$ cat src/rtl/dram_refresh_pkg.sv
package dram_refresh_pkg;

  typedef enum logic [2:0] {
    SQ_IDLE,
    SQ_CBR_SU,
    SQ_CBR_RAS,
    SQ_ROW_RAS,
    SQ_PRE,
    SQ_SELF_SU,
    SQ_SELF_RAS
  } sq_state_t;

  typedef enum logic [1:0] {
    KIND_CBR,
    KIND_ROW,
    KIND_SELF
  } rf_kind_t;

  typedef enum logic [1:0] {
    PH_PWRUP,
    PH_INIT,
    PH_RUN
  } phase_t;

  // bits needed to hold the value n
  function automatic int unsigned bits_for(input int unsigned n);
    return (n < 1) ? 1 : $clog2(n + 1);
  endfunction

  function automatic int unsigned max2(input int unsigned a, input int unsigned b);
    return (a > b) ? a : b;
  endfunction

  // backlog arithmetic: clear wins, then remove one served, then add one owed
  function automatic int unsigned backlog_next(input int unsigned cur, input bit add,
                                               input bit sub, input bit clr,
                                               input int unsigned lim);
    int unsigned n;
    if (clr) return 0;
    n = cur;
    if (sub && n > 0) n = n - 1;
    if (add && n < lim) n = n + 1;
    return n;
  endfunction

endpackage

$ cat src/rtl/dram_refresh_tick.sv
module dram_refresh_tick
  import dram_refresh_pkg::*;
#(
  parameter int unsigned PERIOD = 3900
) (
  input  logic clk,
  input  logic rst_n,
  input  logic run,
  output logic tick
);
  localparam int unsigned CW = bits_for(PERIOD);

  logic [CW-1:0] cnt_q;
  logic          at_last;

  assign at_last = (cnt_q == CW'(PERIOD - 1));
  assign tick    = run && at_last;

  always_ff @(posedge clk) begin
    if (!rst_n)       cnt_q <= '0;
    else if (!run)    cnt_q <= '0;
    else if (at_last) cnt_q <= '0;
    else              cnt_q <= cnt_q + 1'b1;
  end


  tick_spacing_chk: assert property (@(posedge clk) disable iff (!rst_n)
    tick |=> !tick);

endmodule

$ cat src/rtl/dram_refresh_backlog.sv
module dram_refresh_backlog
  import dram_refresh_pkg::*;
#(
  parameter int unsigned LIMIT = 7
) (
  input  logic                       clk,
  input  logic                       rst_n,
  input  logic                       add,
  input  logic                       sub,
  input  logic                       clr,
  output logic [bits_for(LIMIT)-1:0] level,
  output logic                       full,
  output logic                       any
);
  localparam int unsigned PW = bits_for(LIMIT);

  logic [PW-1:0] level_q;

  always_ff @(posedge clk) begin
    if (!rst_n) level_q <= '0;
    else        level_q <= PW'(backlog_next(32'(level_q), add, sub, clr, LIMIT));
  end

  assign level = level_q;
  assign full  = (level_q == PW'(LIMIT));
  assign any   = (level_q != '0);


  backlog_cap_chk: assert property (@(posedge clk) disable iff (!rst_n)
    (full && add && !sub && !clr) |=> full);


  backlog_step_chk: assert property (@(posedge clk) disable iff (!rst_n)
    (sub && !add && !clr && any) |=> (level == $past(level) - 1'b1));

endmodule

$ cat src/rtl/dram_refresh_strobe.sv
module dram_refresh_strobe
  import dram_refresh_pkg::*;
#(
  parameter int unsigned CAS_SU_CYC   = 2,
  parameter int unsigned CAS_HOLD_CYC = 3,
  parameter int unsigned RAS_LOW_CYC  = 15,
  parameter int unsigned RP_CYC       = 10,
  parameter int unsigned SELF_RAS_CYC = 25000,
  parameter int unsigned SELF_PRE_CYC = 27,
  parameter int unsigned ROW_BITS     = 10
) (
  input  logic                clk,
  input  logic                rst_n,
  input  logic                start,
  input  rf_kind_t            kind_in,
  input  logic                self_hold,
  output logic                busy,
  output logic                done,
  output rf_kind_t            cur_kind,
  output logic                ras_n,
  output logic [1:0]          cas_n,
  output logic [ROW_BITS-1:0] row_addr
);
  localparam int unsigned CMAX =
    max2(max2(max2(CAS_SU_CYC, RAS_LOW_CYC), max2(RP_CYC, SELF_RAS_CYC)), SELF_PRE_CYC);
  localparam int unsigned CW         = bits_for(CMAX);
  localparam int unsigned HOLD_FLOOR = RAS_LOW_CYC - CAS_HOLD_CYC;

  sq_state_t           st_q;
  logic [CW-1:0]       cnt_q;
  rf_kind_t            kind_q;
  logic [ROW_BITS-1:0] row_q;

  logic cnt_zero, ras_low, cas_low, row_step;

  assign cnt_zero = (cnt_q == '0);

  always_ff @(posedge clk) begin
    if (!rst_n) begin
      st_q   <= SQ_IDLE;
      cnt_q  <= '0;
      kind_q <= KIND_CBR;
    end else begin
      unique case (st_q)
        SQ_IDLE: if (start) begin
          kind_q <= kind_in;
          unique case (kind_in)
            KIND_ROW:  begin st_q <= SQ_ROW_RAS; cnt_q <= CW'(RAS_LOW_CYC - 1); end
            KIND_SELF: begin st_q <= SQ_SELF_SU; cnt_q <= CW'(CAS_SU_CYC - 1);  end
            default:   begin st_q <= SQ_CBR_SU;  cnt_q <= CW'(CAS_SU_CYC - 1);  end
          endcase
        end
        SQ_CBR_SU:
          if (cnt_zero) begin st_q <= SQ_CBR_RAS; cnt_q <= CW'(RAS_LOW_CYC - 1); end
          else cnt_q <= cnt_q - 1'b1;
        SQ_SELF_SU:
          if (cnt_zero) begin st_q <= SQ_SELF_RAS; cnt_q <= CW'(SELF_RAS_CYC - 1); end
          else cnt_q <= cnt_q - 1'b1;
        SQ_CBR_RAS, SQ_ROW_RAS:
          if (cnt_zero) begin st_q <= SQ_PRE; cnt_q <= CW'(RP_CYC - 1); end
          else cnt_q <= cnt_q - 1'b1;
        SQ_SELF_RAS:
          if (!cnt_zero) cnt_q <= cnt_q - 1'b1;
          else if (!self_hold) begin st_q <= SQ_PRE; cnt_q <= CW'(SELF_PRE_CYC - 1); end
        SQ_PRE:
          if (cnt_zero) st_q <= SQ_IDLE;
          else cnt_q <= cnt_q - 1'b1;
        default: st_q <= SQ_IDLE;
      endcase
    end
  end

  assign ras_low  = (st_q == SQ_CBR_RAS) || (st_q == SQ_ROW_RAS) || (st_q == SQ_SELF_RAS);
  assign cas_low  = (st_q == SQ_CBR_SU) || (st_q == SQ_SELF_SU) || (st_q == SQ_SELF_RAS) ||
                    ((st_q == SQ_CBR_RAS) && (cnt_q >= CW'(HOLD_FLOOR)));
  assign busy     = (st_q != SQ_IDLE);
  assign done     = (st_q == SQ_PRE) && cnt_zero;
  assign row_step = done && (kind_q == KIND_ROW);

  always_ff @(posedge clk) begin
    if (!rst_n)        row_q <= '0;
    else if (row_step) row_q <= row_q + 1'b1;
  end

  assign ras_n    = !ras_low;
  assign cas_n    = {2{!cas_low}};
  assign cur_kind = kind_q;
  assign row_addr = row_q;

  // checker-only run length of the row strobe, saturating at the self minimum
  localparam int unsigned LW = bits_for(SELF_RAS_CYC);
  logic [LW-1:0] low_run_q;
  always_ff @(posedge clk) begin
    if (!rst_n || ras_n)                   low_run_q <= '0;
    else if (low_run_q < LW'(SELF_RAS_CYC)) low_run_q <= low_run_q + 1'b1;
  end


  cbr_lead_chk: assert property (@(posedge clk) disable iff (!rst_n)
    ($fell(ras_n) && kind_q != KIND_ROW) |-> ($past(cas_n) != 2'b11));


  row_cas_chk: assert property (@(posedge clk) disable iff (!rst_n)
    (!ras_n && kind_q == KIND_ROW) |-> (cas_n == 2'b11));


  row_step_chk: assert property (@(posedge clk) disable iff (!rst_n)
    row_step |=> (row_addr == $past(row_addr) + 1'b1));


  ras_in_busy_chk: assert property (@(posedge clk) disable iff (!rst_n)
    (!ras_n || cas_n != 2'b11) |-> busy);


  self_width_chk: assert property (@(posedge clk) disable iff (!rst_n)
    ($rose(ras_n) && kind_q == KIND_SELF) |-> (low_run_q >= LW'(SELF_RAS_CYC)));

endmodule

$ cat src/rtl/dram_refresh_sched.sv
module dram_refresh_sched
  import dram_refresh_pkg::*;
#(
  parameter int unsigned PWRUP_CYC      = 50000,
  parameter int unsigned INTERVAL_CYC   = 3900,
  parameter int unsigned IDLE_LIMIT_CYC = 2000000,
  parameter int unsigned INIT_CYCLES    = 8,
  parameter int unsigned PEND_MAX       = 7,
  parameter int unsigned CAS_SU_CYC     = 2,
  parameter int unsigned CAS_HOLD_CYC   = 3,
  parameter int unsigned RAS_LOW_CYC    = 15,
  parameter int unsigned RP_CYC         = 10,
  parameter int unsigned SELF_RAS_CYC   = 25000,
  parameter int unsigned SELF_PRE_CYC   = 27,
  parameter int unsigned ROW_BITS       = 10
) (
  input  logic                clk,
  input  logic                rst_n,
  input  logic                row_only,
  input  logic                self_req,
  input  logic                gnt,
  input  logic                ext_act,
  output logic                req,
  output logic                urgent,
  output logic                ready,
  output logic                bus_own,
  output logic                ras_n,
  output logic [1:0]          cas_n,
  output logic                we_n,
  output logic [ROW_BITS-1:0] row_addr
);
  localparam int unsigned PWW = bits_for(PWRUP_CYC);
  localparam int unsigned INW = bits_for(INIT_CYCLES);
  localparam int unsigned IDW = bits_for(IDLE_LIMIT_CYC);
  localparam int unsigned PW  = bits_for(PEND_MAX);

  phase_t         phase_q;
  logic [PWW-1:0] pw_q;
  logic [INW-1:0] init_left_q;
  logic [IDW-1:0] idle_q;

  logic     tick, seq_busy, seq_done, seq_start, pend_any, pend_full;
  logic     strobe_act, idle_hit, self_done;
  rf_kind_t kind_sel, seq_kind;
  logic [PW-1:0] pend_level;

  assign ready      = (phase_q == PH_RUN);
  assign req        = (phase_q == PH_INIT) || (ready && (pend_any || self_req));
  assign seq_start  = gnt && req && !seq_busy;
  assign kind_sel   = (ready && self_req) ? KIND_SELF : (row_only ? KIND_ROW : KIND_CBR);
  assign strobe_act = ext_act || !ras_n;
  assign idle_hit   = ready && !strobe_act && (idle_q == IDW'(IDLE_LIMIT_CYC - 1));
  assign self_done  = seq_done && (seq_kind == KIND_SELF);

  always_ff @(posedge clk) begin
    if (!rst_n) begin
      phase_q     <= PH_PWRUP;
      pw_q        <= '0;
      init_left_q <= '0;
    end else begin
      unique case (phase_q)
        PH_PWRUP:
          if (pw_q == PWW'(PWRUP_CYC - 1)) begin
            phase_q     <= PH_INIT;
            init_left_q <= INW'(INIT_CYCLES);
          end else pw_q <= pw_q + 1'b1;
        PH_INIT:
          if (seq_done) begin
            init_left_q <= init_left_q - 1'b1;
            if (init_left_q == INW'(1)) phase_q <= PH_RUN;
          end
        PH_RUN:
          if (idle_hit) begin
            phase_q     <= PH_INIT;
            init_left_q <= INW'(INIT_CYCLES);
          end
        default: phase_q <= PH_PWRUP;
      endcase
    end
  end

  always_ff @(posedge clk) begin
    if (!rst_n || !ready || strobe_act || idle_hit) idle_q <= '0;
    else                                            idle_q <= idle_q + 1'b1;
  end

  dram_refresh_tick #(.PERIOD(INTERVAL_CYC)) u_tick (
    .clk  (clk),
    .rst_n(rst_n),
    .run  (ready),
    .tick (tick)
  );

  dram_refresh_backlog #(.LIMIT(PEND_MAX)) u_backlog (
    .clk  (clk),
    .rst_n(rst_n),
    .add  (tick),
    .sub  (seq_done && ready && (seq_kind != KIND_SELF)),
    .clr  (self_done),
    .level(pend_level),
    .full (pend_full),
    .any  (pend_any)
  );

  dram_refresh_strobe #(
    .CAS_SU_CYC  (CAS_SU_CYC),
    .CAS_HOLD_CYC(CAS_HOLD_CYC),
    .RAS_LOW_CYC (RAS_LOW_CYC),
    .RP_CYC      (RP_CYC),
    .SELF_RAS_CYC(SELF_RAS_CYC),
    .SELF_PRE_CYC(SELF_PRE_CYC),
    .ROW_BITS    (ROW_BITS)
  ) u_strobe (
    .clk      (clk),
    .rst_n    (rst_n),
    .start    (seq_start),
    .kind_in  (kind_sel),
    .self_hold(self_req),
    .busy     (seq_busy),
    .done     (seq_done),
    .cur_kind (seq_kind),
    .ras_n    (ras_n),
    .cas_n    (cas_n),
    .row_addr (row_addr)
  );

  assign urgent  = pend_full;
  assign bus_own = seq_busy;
  assign we_n    = 1'b1;


  pwrup_quiet_chk: assert property (@(posedge clk) disable iff (!rst_n)
    (phase_q == PH_PWRUP) |-> (ras_n && cas_n == 2'b11 && !req && !ready));


  ready_rise_chk: assert property (@(posedge clk) disable iff (!rst_n)
    $rose(ready) |-> $past(seq_done));


  urgent_req_chk: assert property (@(posedge clk) disable iff (!rst_n)
    urgent |-> req);


  grant_hold_chk: assert property (@(posedge clk) disable iff (!rst_n)
    bus_own |-> gnt);


  idle_reinit_chk: assert property (@(posedge clk) disable iff (!rst_n)
    $fell(ready) |-> $past(idle_hit));


  self_clear_chk: assert property (@(posedge clk) disable iff (!rst_n)
    self_done |=> (pend_level == '0));

endmodule

$ cat config.mk
export PLATFORM = sky130hd
export DESIGN_NAME = dram_refresh_sched
export DESIGN_NICKNAME = d
export VERILOG_FILES = /design/src/rtl/dram_refresh_pkg.sv /design/src/rtl/dram_refresh_tick.sv /design/src/rtl/dram_refresh_backlog.sv /design/src/rtl/dram_refresh_strobe.sv /design/src/rtl/dram_refresh_sched.sv
export SDC_FILE = /design/constraint.sdc
export NUM_CORES = 1
export LEC_CHECK = 0
export ABC_AREA = 1
export BUFFER_PORTS_ARGS = -buffer_cell sky130_fd_sc_hd__buf_2
export CORE_ASPECT_RATIO = 1.1
export CORE_MARGIN = 2
export CORE_UTILIZATION = 30
export DETAILED_ROUTE_END_ITERATION = 6
export GPL_TIMING_DRIVEN = 0
export PLACE_DENSITY_LB_ADDON = 0.25
export SETUP_SLACK_MARGIN = 0.4
export SYNTH_ARGS = -nofsm -noshare
export SYNTH_HDL_FRONTEND = slang
export SYNTH_SLANG_ARGS = --single-unit
$ cat constraint.sdc
create_clock -name clk -period 2.6 [get_ports clk]
set_input_delay 0.13 -clock clk [delete_from_list [all_inputs] [get_ports clk]]
set_output_delay 0.13 -clock clk [all_outputs]
set_load 0.005 [all_outputs]
==> results of run 1 <==
==> layout make-up <==
cell class | count | area share
sequential | 88 | 0.304
inverter | 95 | 0.0614
timing repair buffer | 30 | 0.0293
clock inverter | 7 | 0.0125
tap | 204 | 0.0439
clock buffer | 9 | 0.0388
buffer | 11 | 0.0114
multi-input combinational | 534 | 0.499
==> worst max-delay path by stage <==
stage,cells past startpoint,end,slack (ns)
floorplan,12,u_backlog.level[1],0.48
global placement,13,u_backlog.level[1],0.15
detailed placement,13,u_backlog.level[1],0.19
CTS,12,u_backlog.level[1],0.37
global route,12,u_backlog.level[1],0.30
finish,12,u_backlog.level[1],0.44
==> stage by stage <==
stage / hold WS [ns] / area (um2) / worst slack, ns
CTS: 0.169 / 5750 / 0.365
finish: 0.183 / 5810 / 0.438
global route: 0.216 / 5810 / 0.295
global placement: 0.434 / 5370 / 0.150
detailed placement: 0.443 / 5370 / 0.193
floorplan: 0.360 / 5000 / 0.477
==> state kept, by name, summed over array words and instances (netlist names) <==
signal / flops
pw_q: 16
init_left_q: 4
u_strobe.row_addr: 10
u_tick.cnt_q: 12
u_strobe.st_q: 3
u_strobe.cnt_q: 15
u_backlog.level: 3
phase_q: 2
u_strobe.cur_kind: 2
idle_q: 21
==> cells in the mapped netlist (all sizes together), types with 5 or more instances <==
| master | n | share of area |
|---|---|---|
| a21oi | 63 | 0.066 |
| buf | 6 | 0.0095 |
| clkbuf | 5 | 0.0038 |
| dfxtp | 88 | 0.35 |
| ha | 12 | 0.030 |
| inv | 95 | 0.071 |
| nand2 | 165 | 0.13 |
| nand3 | 36 | 0.044 |
| nand4 | 20 | 0.025 |
| nor2 | 113 | 0.10 |
| nor3 | 31 | 0.035 |
| nor3b | 5 | 0.0095 |
| nor4 | 6 | 0.0075 |
| o21ai | 30 | 0.030 |
| xnor2 | 12 | 0.021 |
| xor2 | 18 | 0.031 |
==> cell usage in the layout, fill, tap and decap left out, drive strengths merged, types with 4 or more instances in the layout <==
cell type  netlist  routed
a21oi           63      63
a31oi            4       4
buf              6      36
clkbuf           5      14
dfxtp           88      88
ha              12      12
inv             95      99
nand2          165     165
nand3           36      36
nand4           20      20
nor2           113     113
nor3            31      31
nor3b            5       5
nor4             6       6
o21ai           30      30
xnor2           12      12
xor2            18      18
==> power by group <==
group | internal (uW) | switching (uW)
logic | 784 | 1480
registers | 1470 | 159
clock network | 679 | 637
total | 2940 | 2280
==> cell families after synthesis <==
group	after synthesis	synth area share
AND/OR/NAND/NOR	386	0.367
buffers and inverters	106	0.0845
AO/OA/AOI/OAI	105	0.113
flip-flops	88	0.352
XOR/XNOR	30	0.0525
adder cells (fa/ha/maj)	12	0.0300
other	1	0.000749
==> timing repair <==
| item | CTS | global route |
|---|---|---|
| setup endpoints to repair | 3 | 9 |
| hold buffers | 0 | 0 |
| gates resized for setup | 10 | 10 |
| pin swaps | 3 | 6 |
| setup buffers | 6 | 2 |
==> per-layer routing <==
| layer | routed length (um) | part of all wire |
|---|---|---|
| met1 | 6060 | 0.50 |
| met2 | 5560 | 0.46 |
| met3 | 314 | 0.026 |
| met4 | 199 | 0.016 |
| met5 | 0 | 0 |
==> worst max-delay path, cell delays in order, from the launching register on <==
cell and delay, ns:
dfxtp_2 0.35, inv_2 0.06, ha_4 0.16, ha_4 0.15, nand3b_1 0.18, nor2_2 0.17, nand4_1 0.16, xor2_1 0.20
inv_1 0.12, ha_4 0.24, nand3b_1 0.14, nand2_1 0.09, nor2_1 0.04
==> impl_metrics.json, run 1 <==
{
  "r2r-start": "u_backlog.level[1]",
  "crit_type": "flip-flop to flip-flop",
  "min_period_ns": 2.16,
  "drt_wl_total_mm": 12.1,
  "die_area_um2": 17700,
  "grt-ovfl-total": 0,
  "drtPass1Iterations": 4,
  "clk_pin_slew_worst_paths_ns": 0.07,
  "synth_fp_nets": 746,
  "startpoint_type": "flip-flop",
  "grt_max_degree": 19,
  "first_iter_violations": 309,
  "cts_tree": "built",
  "maxCapViolations": 0,
  "fin_nets": 787,
  "gp_congestion": 0.845,
  "clock_latency_ns": 0.35,
  "synthDistinctLibCells": 41,
  "ff_latch_area_um2": 1760,
  "reg2reg_depth": 12,
  "cts_buffer_depth": 2,
  "root_buffer": "clkbuf_16",
  "synth_enable_flop_cells": 0,
  "post-route-util": 0.355,
  "num_rows": 49,
  "vias": 4602,
  "met2_usage": 0.229,
  "timing.slew.headroom": 0.499,
  "antenna_left": 0,
  "setup_violations": 0,
  "cp-startpoint": "u_backlog.level[1]",
  "area_growth_pct": 16.1,
  "grt_pass1_wl_mm": 20.7,
  "yosys_warnings": 0,
  "antenna_cells": 0,
  "regToRegSetupSlack_ns": 0.44,
  "synth_area_um2": 5000,
  "fin_crit_sh": 0.832,
  "htreeDepth": 3,
  "grt_use_total": 0.142,
  "numCtsBuffers": 9,
  "min_to": "idle_q[15]",
  "async_reset_ff_frac": 0,
  "die_h_um": 139,
  "rsz0062_at_grt": "yes",
  "fmax_ghz": 0.462,
  "status": "complete, no violations",
  "crit_required_ns": 2.84,
  "syn_inst": 728,
  "end_kind": "flip-flop",
  "syn_avg_cell_area_um2": 6.87,
  "instances_no_fill": 978,
  "crit_arrival_ns": 2.40,
  "fin_skew_ns": 0.00868,
  "drive_above_1_share": 0.159,
  "nFillCells": 1749,
  "grtUsageMet1": 0.189,
  "min_path_type": "input port to flip-flop",
  "port_buffers": 22,
  "core_um2": 16400,
  "min_from": "ext_act",
  "p_leak_uw": 0.00226,
  "hpwl_mm": 8.91,
  "ios": 24,
  "drc": 0,
  "drv_slew": 0,
  "dieWidth_um": 127,
  "p_per_area_nw_per_um2": 897,
  "use_met3": 0.0258,
  "finalPower_uw": 5210,
  "worstReg2RegEnd": "u_backlog.level[1]",
  "grt.busiest_layer": "met2",
  "clkSinkCount": 88,
  "yosys_register_bits": 88,
  "multi_input_comb_area_um2": 2900,
  "critPathMaxFanout": 3,
  "ir_drop_mv": 0.365,
  "tightest_slew_ns": 0.751,
  "setup_tns_ns": 0,
  "grt_pass1_vias": 4427,
  "antenna_found_initial": 0,
  "start_util": 0.306,
  "synth_seq_area_share": 0.352,
  "wire_per_inst_um": 12.4,
  "synth-main-ff-cell": "dfxtp_1",
  "dp_cells": 954,
  "hold_viol_final": 0,
  "vias_per_cell": 4.71,
  "holdPathStages": 6
}
(Power assumes the default switching activity.)
==> run 2, diff against run 1 <==
- clock period: 2.6 -> 2.1 ns (I/O delays scaled with it)
==> impl_metrics.json, run 2 (same netlist as run 1, synthesis figures left out) <==
{
  "clk_pin_slew_worst_paths_ns": 0.07,
  "largest_reg_flops": 21,
  "grtUsageMet1": 0.195,
  "crit_arrival_ns": 2.33,
  "fin_skew_ns": 0.0129,
  "drc": 0,
  "numCtsBuffers": 9,
  "core_um2": 16400,
  "largestRegisters": "idle_q x21, pw_q x16, u_strobe.cnt_q x15",
  "layout_commonest_cell": "nand2_1",
  "antenna_cells": 0,
  "min_period_ns": 2.08,
  "hold_viol_final": 0,
  "htreeDepth": 3,
  "timing.slew.headroom": 0.446,
  "fin_nets": 839,
  "mostFrequentLayoutCells": "nand2_1 (124), inv_1 (75), nor2_1 (72)",
  "start_util": 0.306,
  "regToRegSetupSlack_ns": 0.02,
  "grt-ovfl-total": 0,
  "root_buffer": "clkbuf_16",
  "end_kind": "flip-flop",
  "area_growth_pct": 39.0,
  "grt_pass1_wl_mm": 22.2,
  "grt.busiest_layer": "met2",
  "cts_hold_buf": 0,
  "ir_drop_mv": 0.755,
  "clock_latency_ns": 0.36,
  "vias": 4955,
  "die_h_um": 139,
  "min_path_type": "input port to flip-flop",
  "antenna_left": 0,
  "p_per_area_nw_per_um2": 1150,
  "status": "complete, no violations",
  "p_leak_uw": 0.00273,
  "die_area_um2": 17700,
  "cts_tree": "built",
  "ios": 24,
  "drt_wl_total_mm": 13.5,
  "wire_per_inst_um": 13.1,
  "grt_pass1_vias": 4746,
  "nFillCells": 1639,
  "setup_violations": 0,
  "met2_usage": 0.259,
  "port_buffers": 22,
  "drv_slew": 0,
  "drive_above_1_share": 0.356,
  "critPathMaxFanout": 4,
  "gp_congestion": 0.845,
  "drtPass1Iterations": 5,
  "antenna_found_initial": 0,
  "vias_per_cell": 4.81,
  "maxCapViolations": 0,
  "fmax_ghz": 0.480,
  "dp_cells": 954,
  "setup_tns_ns": 0,
  "crit_required_ns": 2.35,
  "crit_type": "flip-flop to flip-flop",
  "instances_no_fill": 1030,
  "top_register": "idle_q",
  "finalPower_uw": 8030,
  "cts_buffer_depth": 2,
  "grt_use_total": 0.154,
  "tightest_slew_ns": 0.831,
  "clkSinkCount": 88,
  "startpoint_type": "flip-flop",
  "first_iter_violations": 265,
  "num_rows": 49,
  "dieWidth_um": 127,
  "hpwl_mm": 8.92,
  "use_met3": 0.0215,
  "rsz0062_at_grt": "yes",
  "grt_max_degree": 15,
  "fin_crit_sh": 0.993
}
==> run 2: changes by cell type in the layout (fill, tap and decap cells not counted), sizes merged <==
cell,previous run,this run
buf,36,88
inv,99,95
clkbuf,14,16
bufinv,0,1
clkinvlp,1,2
==> run 2: power by group <==
group	switching [uW]	internal, uW	leakage [uW]	total, uW
registers	249	1860	0.000724	2110
clock network	704	924	0.000140	1630
logic	2490	1800	0.00186	4290
total	3440	4590	0.00273	8030
==> run 2: through the flow <==
| step | util | worst slack, ns | cell area [um2] | hold WS, ns |
|---|---|---|---|---|
| floorplan | - | 0.0476 | 5050 | 0.322 |
| global placement | 0.331 | -0.251 | 5410 | 0.432 |
| detailed placement | 0.331 | -0.262 | 5410 | 0.440 |
| CTS | 0.391 | 0.0196 | 6400 | 0.178 |
| global route | 0.425 | -0.101 | 6960 | 0.245 |
| finish | 0.425 | 0.0153 | 6960 | 0.214 |
==> run 2: per-layer routing <==
metal | vias up | wire, um | share of wire
met5 | - | 0 | 0
met4 | 0 | 294 | 0.022
met3 | 18 | 355 | 0.026
met2 | 68 | 6660 | 0.49
met1 | 2315 | 6180 | 0.46
li1 | 2554 | - | -
==> run 2: path summary, 6_finish.rpt <==
kind / from / endpoint / depth (start not counted)
worst max-delay path: u_backlog.level[1] / u_backlog.level[1] / 13
worst min-delay path: self_req / u_strobe.cur_kind[1] / 5
worst max register to register: u_backlog.level[1] / u_backlog.level[1] / 13
worst min register to register: u_tick.cnt_q[0] / u_tick.cnt_q[0] / 1
==> run 2: final cells by class <==
type / instances / area (um2) / area share
multi-input combinational: 534 / 3500 / 0.503
sequential: 88 / 1810 / 0.260
timing repair buffer: 82 / 654 / 0.0940
inverter: 95 / 373 / 0.0536
tap: 204 / 255 / 0.0367
clock buffer: 11 / 233 / 0.0334
buffer: 11 / 78.8 / 0.0113
clock inverter: 5 / 56.3 / 0.00809
==> run 2: critical path, cell delays in order (launching register included) <==
cell	delay [ns]
dfxtp_2	0.34
inv_2	0.05
ha_4	0.15
ha_4	0.14
nand3b_1	0.19
nor2_2	0.16
nand4_1	0.11
buf_6	0.16
xor2_4	0.15
inv_2	0.07
ha_4	0.20
nand3b_1	0.15
nand2_1	0.08
nor2_1	0.04
==> run 2: timing repair <==
item	CTS	global route
resized for setup	105	111
setup endpoints to repair	73	73
buffers inserted	39	20
pin swaps	41	45
cloned	1	0
